[config.mk]
export PLATFORM = sky130hd
export DESIGN_NAME = evtmr_top
export DESIGN_NICKNAME = d
export VERILOG_FILES = /design/src/rtl/evtmr_pkg.sv /design/src/rtl/evtmr_prescale.sv /design/src/rtl/evtmr_pinedge.sv /design/src/rtl/evtmr_lane.sv /design/src/rtl/evtmr_top.sv
export SDC_FILE = /design/constraint.sdc
export NUM_CORES = 1
export LEC_CHECK = 0
export BUFFER_PORTS_ARGS = -buffer_cell sky130_fd_sc_hd__buf_2
export CAP_MARGIN = 20
export CORE_ASPECT_RATIO = 1.25
export CORE_UTILIZATION = 44
export DETAILED_ROUTE_END_ITERATION = 8
export MAX_ROUTING_LAYER = met4
export PLACE_DENSITY = 0.72
export SLEW_MARGIN = 20
export SYNTH_ARGS = -nofsm -noshare
export SYNTH_HDL_FRONTEND = slang
export SYNTH_HIERARCHICAL = 1
export SYNTH_SLANG_ARGS = --single-unit
[constraint.sdc]
create_clock -name clk -period 4.05 [get_ports clk]
set_clock_uncertainty 0.15 [all_clocks]
set_input_delay 0.81 -clock clk [delete_from_list [all_inputs] [get_ports clk]]
set_output_delay 0.81 -clock clk [all_outputs]
set_load 0.005 [all_outputs]
[src/rtl/evtmr_pkg.sv]
package evtmr_pkg;

  localparam int CTRL_W = 9;
  localparam int SRC_W  = 3;

  typedef enum logic [1:0] {
    EDG_RISE  = 2'd0,
    EDG_FALL  = 2'd1,
    EDG_BOTH  = 2'd2,
    EDG_BOTHB = 2'd3
  } edge_sel_e;

  typedef struct packed {
    logic             join_en;
    edge_sel_e        edg;
    logic             capm;
    logic [SRC_W-1:0] src;
    logic             run;
  } chan_ctl_t;

  // log2 of the prescaler division selected by a tick-source code
  function automatic int src_shift(input int code);
    case (code)
      1:       return 1;
      2:       return 2;
      3:       return 3;
      4:       return 5;
      5:       return 7;
      6:       return 9;
      7:       return 11;
      default: return 0;
    endcase
  endfunction

endpackage

[src/rtl/evtmr_prescale.sv]
module evtmr_prescale
  import evtmr_pkg::*;
#(
  parameter int PRE_W = 11
) (
  input  logic               clk,
  input  logic               rst_n,
  output logic [(1<<SRC_W)-1:0] tap_o
);
  localparam int NSRC = 1 << SRC_W;

  logic [PRE_W-1:0] pre_q;
  logic [PRE_W-1:0] pre_d;

  always_comb pre_d = pre_q + 1'b1;

  always_ff @(posedge clk or negedge rst_n) begin
    if (!rst_n) pre_q <= '0;
    else        pre_q <= pre_d;
  end

  assign tap_o[0] = 1'b0;

  for (genvar c = 1; c < NSRC; c++) begin : g_tap
    localparam int K = src_shift(c);
    if (K <= PRE_W) begin : g_ok
      assign tap_o[c] = &pre_q[K-1:0];
    end else begin : g_none
      assign tap_o[c] = 1'b0;
    end
  end

endmodule

[src/rtl/evtmr_pinedge.sv]
module evtmr_pinedge #(
  parameter int SYNC = 2
) (
  input  logic clk,
  input  logic rst_n,
  input  logic pin_i,
  output logic rise_o,
  output logic fall_o
);
  logic [SYNC-1:0] sync_q;
  logic [SYNC-1:0] sync_d;
  logic            prev_q;

  always_comb begin
    sync_d = {sync_q[SYNC-2:0], pin_i};
  end

  always_ff @(posedge clk or negedge rst_n) begin
    if (!rst_n) begin
      sync_q <= '0;
      prev_q <= 1'b0;
    end else begin
      sync_q <= sync_d;
      prev_q <= sync_q[SYNC-1];
    end
  end

  assign rise_o =  sync_q[SYNC-1] & ~prev_q;
  assign fall_o = ~sync_q[SYNC-1] &  prev_q;

endmodule

[src/rtl/evtmr_lane.sv]
module evtmr_lane #(
  parameter int W = 8
) (
  input  logic         clk,
  input  logic         rst_n,
  input  logic         zero_i,
  input  logic         inc_i,
  input  logic         cap_i,
  input  logic         wr_i,
  input  logic [W-1:0] wdata_i,
  output logic [W-1:0] cnt_o,
  output logic [W-1:0] dat_o
);
  logic [W-1:0] cnt_q, cnt_d;
  logic [W-1:0] dat_q, dat_d;
  logic         cnt_en, dat_en;

  always_comb begin
    cnt_en = zero_i | inc_i;
    cnt_d  = zero_i ? '0 : cnt_q + 1'b1;
    dat_en = cap_i | wr_i;
    dat_d  = cap_i ? cnt_q : wdata_i;
  end

  always_ff @(posedge clk or negedge rst_n) begin
    if (!rst_n) begin
      cnt_q <= '0;
      dat_q <= '0;
    end else begin
      if (cnt_en) cnt_q <= cnt_d;
      if (dat_en) dat_q <= dat_d;
    end
  end

  assign cnt_o = cnt_q;
  assign dat_o = dat_q;

endmodule

[src/rtl/evtmr_top.sv]
module evtmr_top
  import evtmr_pkg::*;
#(
  parameter int W     = 8,
  parameter int PRE_W = 11,
  parameter int SYNC  = 2
) (
  input  logic            clk,
  input  logic            rst_n,
  input  logic [1:0]      ev_pin,
  input  logic [1:0]      cap_pin,
  input  logic            wr_sel,
  input  logic            wr_ctrl,
  input  logic [CTRL_W-1:0] ctrl_wdata,
  input  logic            wr_data,
  input  logic [W-1:0]    data_wdata,
  output logic [2*W-1:0]  cnt_o,
  output logic [2*W-1:0]  dat_o,
  output logic [1:0]      irq_o,
  output logic [1:0]      cmp_o
);
  localparam int NCH  = 2;
  localparam int NSRC = 1 << SRC_W;

  chan_ctl_t ctl_q [NCH];
  chan_ctl_t ctl_d [NCH];
  logic [NSRC-1:0] tap;
  logic [NCH-1:0]  ev_rise, ev_fall, cp_rise, cp_fall;
  logic [NCH-1:0]  tick, capev, clr_req;
  logic [NCH-1:0]  ln_zero, ln_inc, ln_cap, ln_wr;
  logic [W-1:0]    ln_cnt [NCH];
  logic [W-1:0]    ln_dat [NCH];
  logic [NCH-1:0]  hit;
  logic [NCH-1:0]  irq_q, cmp_q;
  logic            joined;
  logic [NCH-1:0]  capm_vec;

  evtmr_prescale #(.PRE_W(PRE_W)) u_pre (
    .clk   (clk),
    .rst_n (rst_n),
    .tap_o (tap)
  );

  for (genvar i = 0; i < NCH; i++) begin : g_ch
    evtmr_pinedge #(.SYNC(SYNC)) u_ev (
      .clk(clk), .rst_n(rst_n), .pin_i(ev_pin[i]),
      .rise_o(ev_rise[i]), .fall_o(ev_fall[i])
    );
    evtmr_pinedge #(.SYNC(SYNC)) u_cp (
      .clk(clk), .rst_n(rst_n), .pin_i(cap_pin[i]),
      .rise_o(cp_rise[i]), .fall_o(cp_fall[i])
    );
    evtmr_lane #(.W(W)) u_lane (
      .clk(clk), .rst_n(rst_n),
      .zero_i(ln_zero[i]), .inc_i(ln_inc[i]), .cap_i(ln_cap[i]),
      .wr_i(ln_wr[i]), .wdata_i(data_wdata),
      .cnt_o(ln_cnt[i]), .dat_o(ln_dat[i])
    );

    always_comb begin
      logic src_hit;
      logic edge_hit;
      src_hit = (ctl_q[i].src == '0) ? ev_rise[i] : tap[ctl_q[i].src];
      tick[i] = ctl_q[i].run & src_hit;
      case (ctl_q[i].edg)
        EDG_RISE: edge_hit = cp_rise[i];
        EDG_FALL: edge_hit = cp_fall[i];
        default:  edge_hit = cp_rise[i] | cp_fall[i];
      endcase
      capev[i]   = ctl_q[i].run & ctl_q[i].capm & edge_hit;
      clr_req[i] = wr_ctrl & (wr_sel == 1'(i)) & ctrl_wdata[1];
      ln_wr[i]   = wr_data & (wr_sel == 1'(i));
      capm_vec[i] = ctl_q[i].capm;
    end

    // control register: next-state
    always_comb begin
      ctl_d[i] = ctl_q[i];
      if (wr_ctrl && (wr_sel == 1'(i))) begin
        ctl_d[i].run     = ctrl_wdata[0];
        ctl_d[i].src     = ctrl_wdata[4:2];
        ctl_d[i].capm    = ctrl_wdata[5];
        ctl_d[i].edg     = edge_sel_e'(ctrl_wdata[7:6]);
        ctl_d[i].join_en = (i == 0) ? ctrl_wdata[8] : 1'b0;
      end
    end

    always_ff @(posedge clk or negedge rst_n) begin
      if (!rst_n) ctl_q[i] <= '0;
      else        ctl_q[i] <= ctl_d[i];
    end
  end

  assign joined = ctl_q[0].join_en;

  // lane sequencing: split or cascaded
  always_comb begin
    logic clr_any;
    logic match16;
    logic [NCH-1:0] match8;
    ln_zero = '0;
    ln_inc  = '0;
    ln_cap  = '0;
    hit     = '0;
    clr_any = |clr_req;
    match16 = tick[0] & ~ctl_q[0].capm &
              ({ln_cnt[1], ln_cnt[0]} == {ln_dat[1], ln_dat[0]});
    for (int i = 0; i < NCH; i++) begin
      match8[i] = tick[i] & ~ctl_q[i].capm & (ln_cnt[i] == ln_dat[i]);
    end
    if (joined) begin
      ln_cap  = {NCH{capev[0]}};
      ln_zero = {NCH{clr_any | capev[0] | match16}};
      ln_inc[0] = tick[0];
      ln_inc[1] = tick[0] & (&ln_cnt[0]);
      hit[0]    = match16 & ~clr_any;
    end else begin
      for (int i = 0; i < NCH; i++) begin
        ln_cap[i]  = capev[i];
        ln_zero[i] = clr_req[i] | capev[i] | match8[i];
        ln_inc[i]  = tick[i];
        hit[i]     = match8[i] & ~clr_req[i];
      end
    end
  end

  always_ff @(posedge clk or negedge rst_n) begin
    if (!rst_n) begin
      irq_q <= '0;
      cmp_q <= '0;
    end else begin
      irq_q <= hit;
      cmp_q <= cmp_q ^ hit;
    end
  end

  assign cnt_o = {ln_cnt[1], ln_cnt[0]};
  assign dat_o = {ln_dat[1], ln_dat[0]};
  assign irq_o = irq_q;
  assign cmp_o = cmp_q;

endmodule

Word-level counts from Yosys, hierarchy flattened
Index checks and enable logic that the tools add are counted.
{"block": "op_classes", "add_sub_neg": 3, "mul": 0, "n_div": 0, "order_cmp": 2, "n_eq_ne": 5, "shifts": 0, "muxes": 17, "n_bitwise": 52, "n_reduce_logical": 14}
{"operator": "$mux 8", "count": 4}
{"operator": "$and 1x1->1", "count": 27}
{"operator": "$add 8x1->8 const B", "count": 2}
{"operator": "$eq 16x16->1", "count": 1}
{"operator": "$eq 8x8->1", "count": 2}
{"operator": "$not 1->1", "count": 12}
{"operator": "$or 1x1->1", "count": 12}
{"operator": "$add 11x1->11 const B", "count": 1}
{"operator": "$reduce_and 11->1", "count": 1}
{"operator": "$reduce_and 9->1", "count": 1}
{"operator": "$lt 3x4->1 const B", "count": 2}
{"operator": "$reduce_and 8->1", "count": 1}
{"operator": "$reduce_and 7->1", "count": 1}
{"operator": "$bmux 1 s3", "count": 2}
{"operator": "$logic_not 3->1", "count": 2}
{"operator": "$mux 1", "count": 6}
{"operator": "$mux 2", "count": 3}
{"operator": "$reduce_and 5->1", "count": 1}
{"operator": "$eq 2x1->1 const B", "count": 2}
{"operator": "$logic_not 2->1", "count": 2}
{"operator": "$pmux 1 s2", "count": 2}
{"operator": "$reduce_and 3->1", "count": 1}
{"operator": "$logic_and 1x1->1", "count": 2}
{"operator": "$reduce_and 2->1", "count": 1}
{"operator": "other kinds (2)", "count": 2}
{"block": "word_totals", "ff_bits": 74, "latch_bits": 0, "ramBits": 0, "rom_bits": 0, "in_bits": 26, "wordCells": 117, "memories": 0}

Logic depth before layout (Yosys ltp)
{"block": "depth", "ltp_word": 10, "ltp_mapped": 15, "mapped_depth_nobuf": 13}

Modules after synthesis
Netlist, hierarchy kept.
{"module": "evtmr_lane", "instances": 2, "cells_per_inst": 71, "area_each_um2": 742.0, "seq_area_each_um2": 400.4}
{"module": "evtmr_top", "instances": 1, "cells_per_inst": 106, "area_each_um2": 1196.1, "seq_area_each_um2": 475.5}
{"module": "evtmr_prescale", "instances": 1, "cells_per_inst": 42, "area_each_um2": 500.5, "seq_area_each_um2": 275.3}
{"module": "evtmr_pinedge", "instances": 4, "cells_per_inst": 5, "area_each_um2": 90.1, "seq_area_each_um2": 75.1}

Worst setup path after synthesis
No wires, ideal clock.
{"block": "synth_path", "path_type": "reg2reg", "from": "register u_pre.pre_q[0]", "to": "register g_ch[1].u_lane.cnt_q[7]", "arrival_ns": 2.846, "path_slack_ns": 0.976, "path_stages_with_launch": 15, "path_buffers": 1, "synth_period_minus_slack_ns": 3.074, "path_cell_list": "dfrtp_1 > ha_1 > nand2_1 > nor2_1 > and2_1 > ha_1 > mux4_2 > mux2_2 > nand2_1 > or3b_1 > a31oi_1 > buf_4 > o2111ai_2 > or3_1 > a21oi_1"}
{"block": "synth_via", "elab_chain_cells": 10, "elab_cells_between_ends": 25, "cone_classes": "mux: 9; bitwise: 10; reduce/logical: 6"}
{"element": "from (decl)", "line": "evtmr_prescale.sv:12", "text": "logic [PRE_W-1:0] pre_q;"}
{"element": "from (signal assigned)", "line": "evtmr_prescale.sv:19", "text": "else pre_q <= pre_d;"}
{"element": "$reduce_and 2->1 *", "line": "evtmr_prescale.sv:27", "text": "assign tap_o[c] = &pre_q[K-1:0];"}
{"element": "named net tap[2]", "line": "evtmr_top.sv:27", "text": "logic [NSRC-1:0] tap;"}
{"element": "$bmux 1 s3", "line": "evtmr_top.sv:63", "text": "src_hit = (ctl_q[i].src == '0) ? ev_rise[i] : tap[ctl_q[i].src];"}
{"element": "$mux 1 (not written as such)", "line": "evtmr_top.sv:63"}
{"element": "$mux 1", "line": "evtmr_top.sv:63"}
{"element": "$and 1x1->1", "line": "evtmr_top.sv:64", "text": "tick[i] = ctl_q[i].run & src_hit;"}
{"element": "$and 1x1->1, on equally long branches (2 in a row)", "line": "evtmr_top.sv:109, evtmr_top.sv:106"}
{"element": "$or 1x1->1, on equally long branches", "line": "evtmr_top.sv:120, evtmr_top.sv:113"}
{"element": "$mux 2 *", "line": "evtmr_top.sv:111", "text": "if (joined) begin"}
{"element": "named net ln_zero[1]", "line": "evtmr_top.sv:30", "text": "logic [NCH-1:0] ln_zero, ln_inc, ln_cap, ln_wr;"}
{"element": "$mux 8 / $or 1x1->1 (equally long branches)", "line": "evtmr_lane.sv:20, evtmr_lane.sv:19"}
{"element": "to (signal assigned)", "line": "evtmr_lane.sv:30", "text": "if (cnt_en) cnt_q <= cnt_d;"}
{"element": "to (decl)", "line": "evtmr_lane.sv:14", "text": "logic [W-1:0] cnt_q, cnt_d;"}
The timed path passes the listed nets; every way through them passes the cells marked *. The select of a mux whose other input is x is not followed.
A chain may end at the register's enable or synchronous reset.

Worst setup path in the final report
Same ends and word-level chain as after synthesis.

==> impl_metrics.prom <==
# TYPE chip_impl_metric gauge
chip_impl_metric{name="finalNetCount",unit=""} 403
chip_impl_metric{name="cts_sinks",unit=""} 74
chip_impl_metric{name="total_power",unit="mW"} 1.84
chip_impl_metric{name="placementRows",unit=""} 36
chip_impl_metric{name="syn-mean-instance-area",unit="sq um"} 11.5
chip_impl_metric{name="period_minus_slack",unit="ns"} 3.48
chip_impl_metric{name="via_density_per_instance",unit=""} 5.41
chip_impl_metric{name="clock_tree_buf_depth",unit=""} 2
chip_impl_metric{name="timing.fmax",unit="GHz"} 0.287
chip_impl_metric{name="report.final.slew_viol_count",unit=""} 0
chip_impl_metric{name="internal_power",unit="mW"} 1.32
chip_impl_metric{name="port-buffer-count",unit=""} 61
chip_impl_metric{name="yosys_warnings",unit=""} 6
chip_impl_metric{name="vias",unit=""} 2547
chip_impl_metric{name="path_clk_slew",unit="ns"} 0.08
chip_impl_metric{name="logic_gate_share_of_total_power",unit="%"} 16.8
chip_impl_info{name="terminus_of_the_critical_flop_to_flop_path",value="g_ch[1].u_lane/cnt_o[7]"} 1
chip_impl_info{name="hp-start",value="g_ch[0].u_cp/sync_q[0]"} 1
chip_impl_metric{name="dr.pass1.iters",unit=""} 6
chip_impl_metric{name="vdd.ir_drop.worst",unit="mV"} 0.217
chip_impl_metric{name="die_width",unit="microns"} 81.9
chip_impl_metric{name="detailedPlacementHpwl",unit="mm"} 5.55
chip_impl_metric{name="worstHoldPathCells",unit=""} 0
chip_impl_metric{name="first_global_vias",unit=""} 2459
chip_impl_metric{name="wirelength",unit="mm"} 7.46
chip_impl_metric{name="p_leak",unit="nW"} 1.90
chip_impl_metric{name="power.net_switching",unit="mW"} 0.519
chip_impl_metric{name="insertion_delay",unit="ns"} 0.36
chip_impl_metric{name="p_seq_share",unit="%"} 49.5
chip_impl_info{name="endpoint_kind",value="flop"} 1
chip_impl_metric{name="setup_violations",unit=""} 0
chip_impl_metric{name="post_dp_cell_area",unit="sq um"} 3900
chip_impl_info{name="tritoncts",value="built"} 1
chip_impl_metric{name="drc",unit=""} 0
chip_impl_metric{name="synth_area",unit="sq um"} 3510
chip_impl_metric{name="worst-endpoint-required",unit="ns"} 4.18
chip_impl_info{name="startpoint_type",value="flop"} 1
chip_impl_metric{name="largest_fanout_of_any_net_on_the_critical_path",unit=""} 9
chip_impl_metric{name="hold_violations",unit=""} 0
chip_impl_metric{name="synthesis.instances",unit=""} 306
chip_impl_metric{name="postSynthNetCount",unit=""} 338
chip_impl_metric{name="grt-ovfl-total",unit=""} 0
chip_impl_metric{name="grt_start_max_net_pins",unit=""} 43
chip_impl_metric{name="dr.first_iter.drc_count",unit=""} 131
chip_impl_info{name="rsz0062_at_grt",value="no"} 1
chip_impl_info{name="r2r_start",value="u_pre/pre_q[0]"} 1
chip_impl_metric{name="antenna_found_initial",unit=""} 0
chip_impl_info{name="timing_worst_setup_path_type",value="reg -> reg"} 1
chip_impl_metric{name="grt_first_pass_wirelength",unit="mm"} 12.2
chip_impl_metric{name="worst_pin_slew",unit="ns"} 0.872
chip_impl_metric{name="place.gp.congestion",unit=""} 0.793
chip_impl_metric{name="drive_above_1_share",unit="%"} 29.8
chip_impl_metric{name="power_per_cell_area",unit="nW/um^2"} 447
chip_impl_metric{name="power.clock.fraction",unit="%"} 33.7
chip_impl_metric{name="ioPinCount",unit=""} 62
chip_impl_metric{name="timing.hold.ws",unit="ns"} 0.201
chip_impl_metric{name="detailedPlace.worstSlack",unit="ns"} 0.607
chip_impl_metric{name="r2r_cells",unit=""} 14
chip_impl_metric{name="max-slew-margin-rel",unit="%"} 41.8
chip_impl_info{name="worstHoldPathType",value="reg -> reg"} 1
chip_impl_metric{name="grt_util_all_layers",unit="%"} 20.7
chip_impl_metric{name="reg2reg_slack",unit="ns"} 0.57
chip_impl_metric{name="fin_cells",unit=""} 471
chip_impl_metric{name="postLayoutCoreUtil",unit="%"} 53.2
chip_impl_metric{name="htreeDepth",unit=""} 3
chip_impl_info{name="cts_root_buffer",value="sky130_fd_sc_hd__clkbuf_8"} 1
chip_impl_info{name="whs_endpoint",value="g_ch[0].u_cp/sync_q[1]"} 1
chip_impl_metric{name="drt-wirelength-per-cell",unit="microns"} 15.8
chip_impl_metric{name="die_area",unit="sq um"} 8350
chip_impl_info{name="mostFrequentLayoutCells",value="74 x sky130_fd_sc_hd__dfrtp_1, 61 x sky130_fd_sc_hd__buf_2, 28 x sky130_fd_sc_hd__nand2_1"} 1
chip_impl_metric{name="antenna_cells_inserted",unit=""} 0
chip_impl_metric{name="layout_area_overhead",unit="%"} 17.4
chip_impl_metric{name="tritoncts_buffers",unit=""} 9
chip_impl_metric{name="switching_share",unit="%"} 28.2
chip_impl_info{name="final_common_cell",value="sky130_fd_sc_hd__dfrtp_1"} 1
chip_impl_metric{name="cts-resized-gates",unit=""} 0
chip_impl_metric{name="ctsHoldBuffers",unit=""} 0
chip_impl_metric{name="totalNegativeSetupSlack",unit="ns"} 0
chip_impl_metric{name="placed_cells",unit=""} 455
chip_impl_metric{name="initial_core_utilization",unit="%"} 45.3
chip_impl_metric{name="arrival",unit="ns"} 3.61
chip_impl_metric{name="final_cell_area",unit="sq um"} 4120
chip_impl_metric{name="design.core.area",unit="sq um"} 7750
chip_impl_metric{name="dieHeight",unit="microns"} 102
chip_impl_metric{name="final.period_utilization",unit="%"} 86.0
chip_impl_metric{name="timing.final.ws_setup",unit="ns"} 0.568
chip_impl_metric{name="final_antenna_net_count",unit=""} 0
chip_impl_metric{name="cts.repair_timing.setup_buffer_count",unit=""} 0
chip_impl_info{name="status",value="complete, no violations"} 1
chip_impl_metric{name="max-cap-violations",unit=""} 0
==> power groups by stage <==
stage          Sequential [mW]  Combinational (mW)  Clock [mW]
5_1_grt                  0.923               0.355       0.668
3_5_place_dp             0.926               0.313           0
3_3_place_gp             0.921               0.304           0
4_1_cts                  0.912               0.314       0.635
6_report                 0.911               0.309       0.621
2_1_floorplan            0.906               0.196           0
==> how the worst max path moves through the flow <==
stage / from / to / slack, ns / cells after the start
3_5_place_dp: u_pre/pre_q[0] / g_ch[1].u_lane/cnt_o[7] / 0.61 / 14
5_1_grt: u_pre/pre_q[0] / g_ch[1].u_lane/cnt_o[7] / 0.29 / 14
2_1_floorplan: u_pre/pre_q[0] / g_ch[1].u_lane/cnt_o[7] / 0.98 / 14
6_report: u_pre/pre_q[0] / g_ch[1].u_lane/cnt_o[7] / 0.57 / 14
4_1_cts: u_pre/pre_q[0] / g_ch[1].u_lane/cnt_o[7] / 0.56 / 14
3_3_place_gp: u_pre/pre_q[0] / g_ch[1].u_lane/cnt_o[7] / 0.80 / 14
==> critical path, cell delays in order, from the launching register on <==
cell	delay [ns]
sky130_fd_sc_hd__dfrtp_1	0.44
sky130_fd_sc_hd__ha_1	0.26
sky130_fd_sc_hd__nand2_1	0.12
sky130_fd_sc_hd__nor2_1	0.19
sky130_fd_sc_hd__and2_1	0.15
sky130_fd_sc_hd__ha_1	0.16
sky130_fd_sc_hd__mux4_2	0.23
sky130_fd_sc_hd__mux2_2	0.14
sky130_fd_sc_hd__nand2_1	0.06
sky130_fd_sc_hd__or3b_1	0.38
sky130_fd_sc_hd__a31oi_1	0.17
sky130_fd_sc_hd__buf_4	0.18
sky130_fd_sc_hd__o2111ai_2	0.18
sky130_fd_sc_hd__or3_1	0.41
sky130_fd_sc_hd__a21oi_1	0.18
==> flip-flops by register name (all words and copies together), names as in the netlist, 4 cells and up <==
| signal | cells |
|---|---|
| g_ch.u_ev/sync_q | 4 |
| u_pre/pre_q | 11 |
| g_ch.u_cp/sync_q | 4 |
| ctl_q | 12 |
| g_ch.u_lane/dat_o | 16 |
| g_ch.u_lane/cnt_o | 16 |
==> per-layer routing <==
metal	up-vias	global-route usage (%)	wire, microns
met3	18	4.20	310
met5	-	-	0
li1	1212	-	-
met1	1247	24.8	3250
met2	70	33.2	3690
met4	0	9.99	212
==> cell type report <==
cell class	instances	area [sq um]
fill	685	3620
clock buffer	9	124
tap	95	119
clock inverter	7	93.8
multi-input combinational	219	1590
sequential	74	1850
timing repair buffer	66	343
inverter	1	3.75
Power figures use the tool's default switching activity.
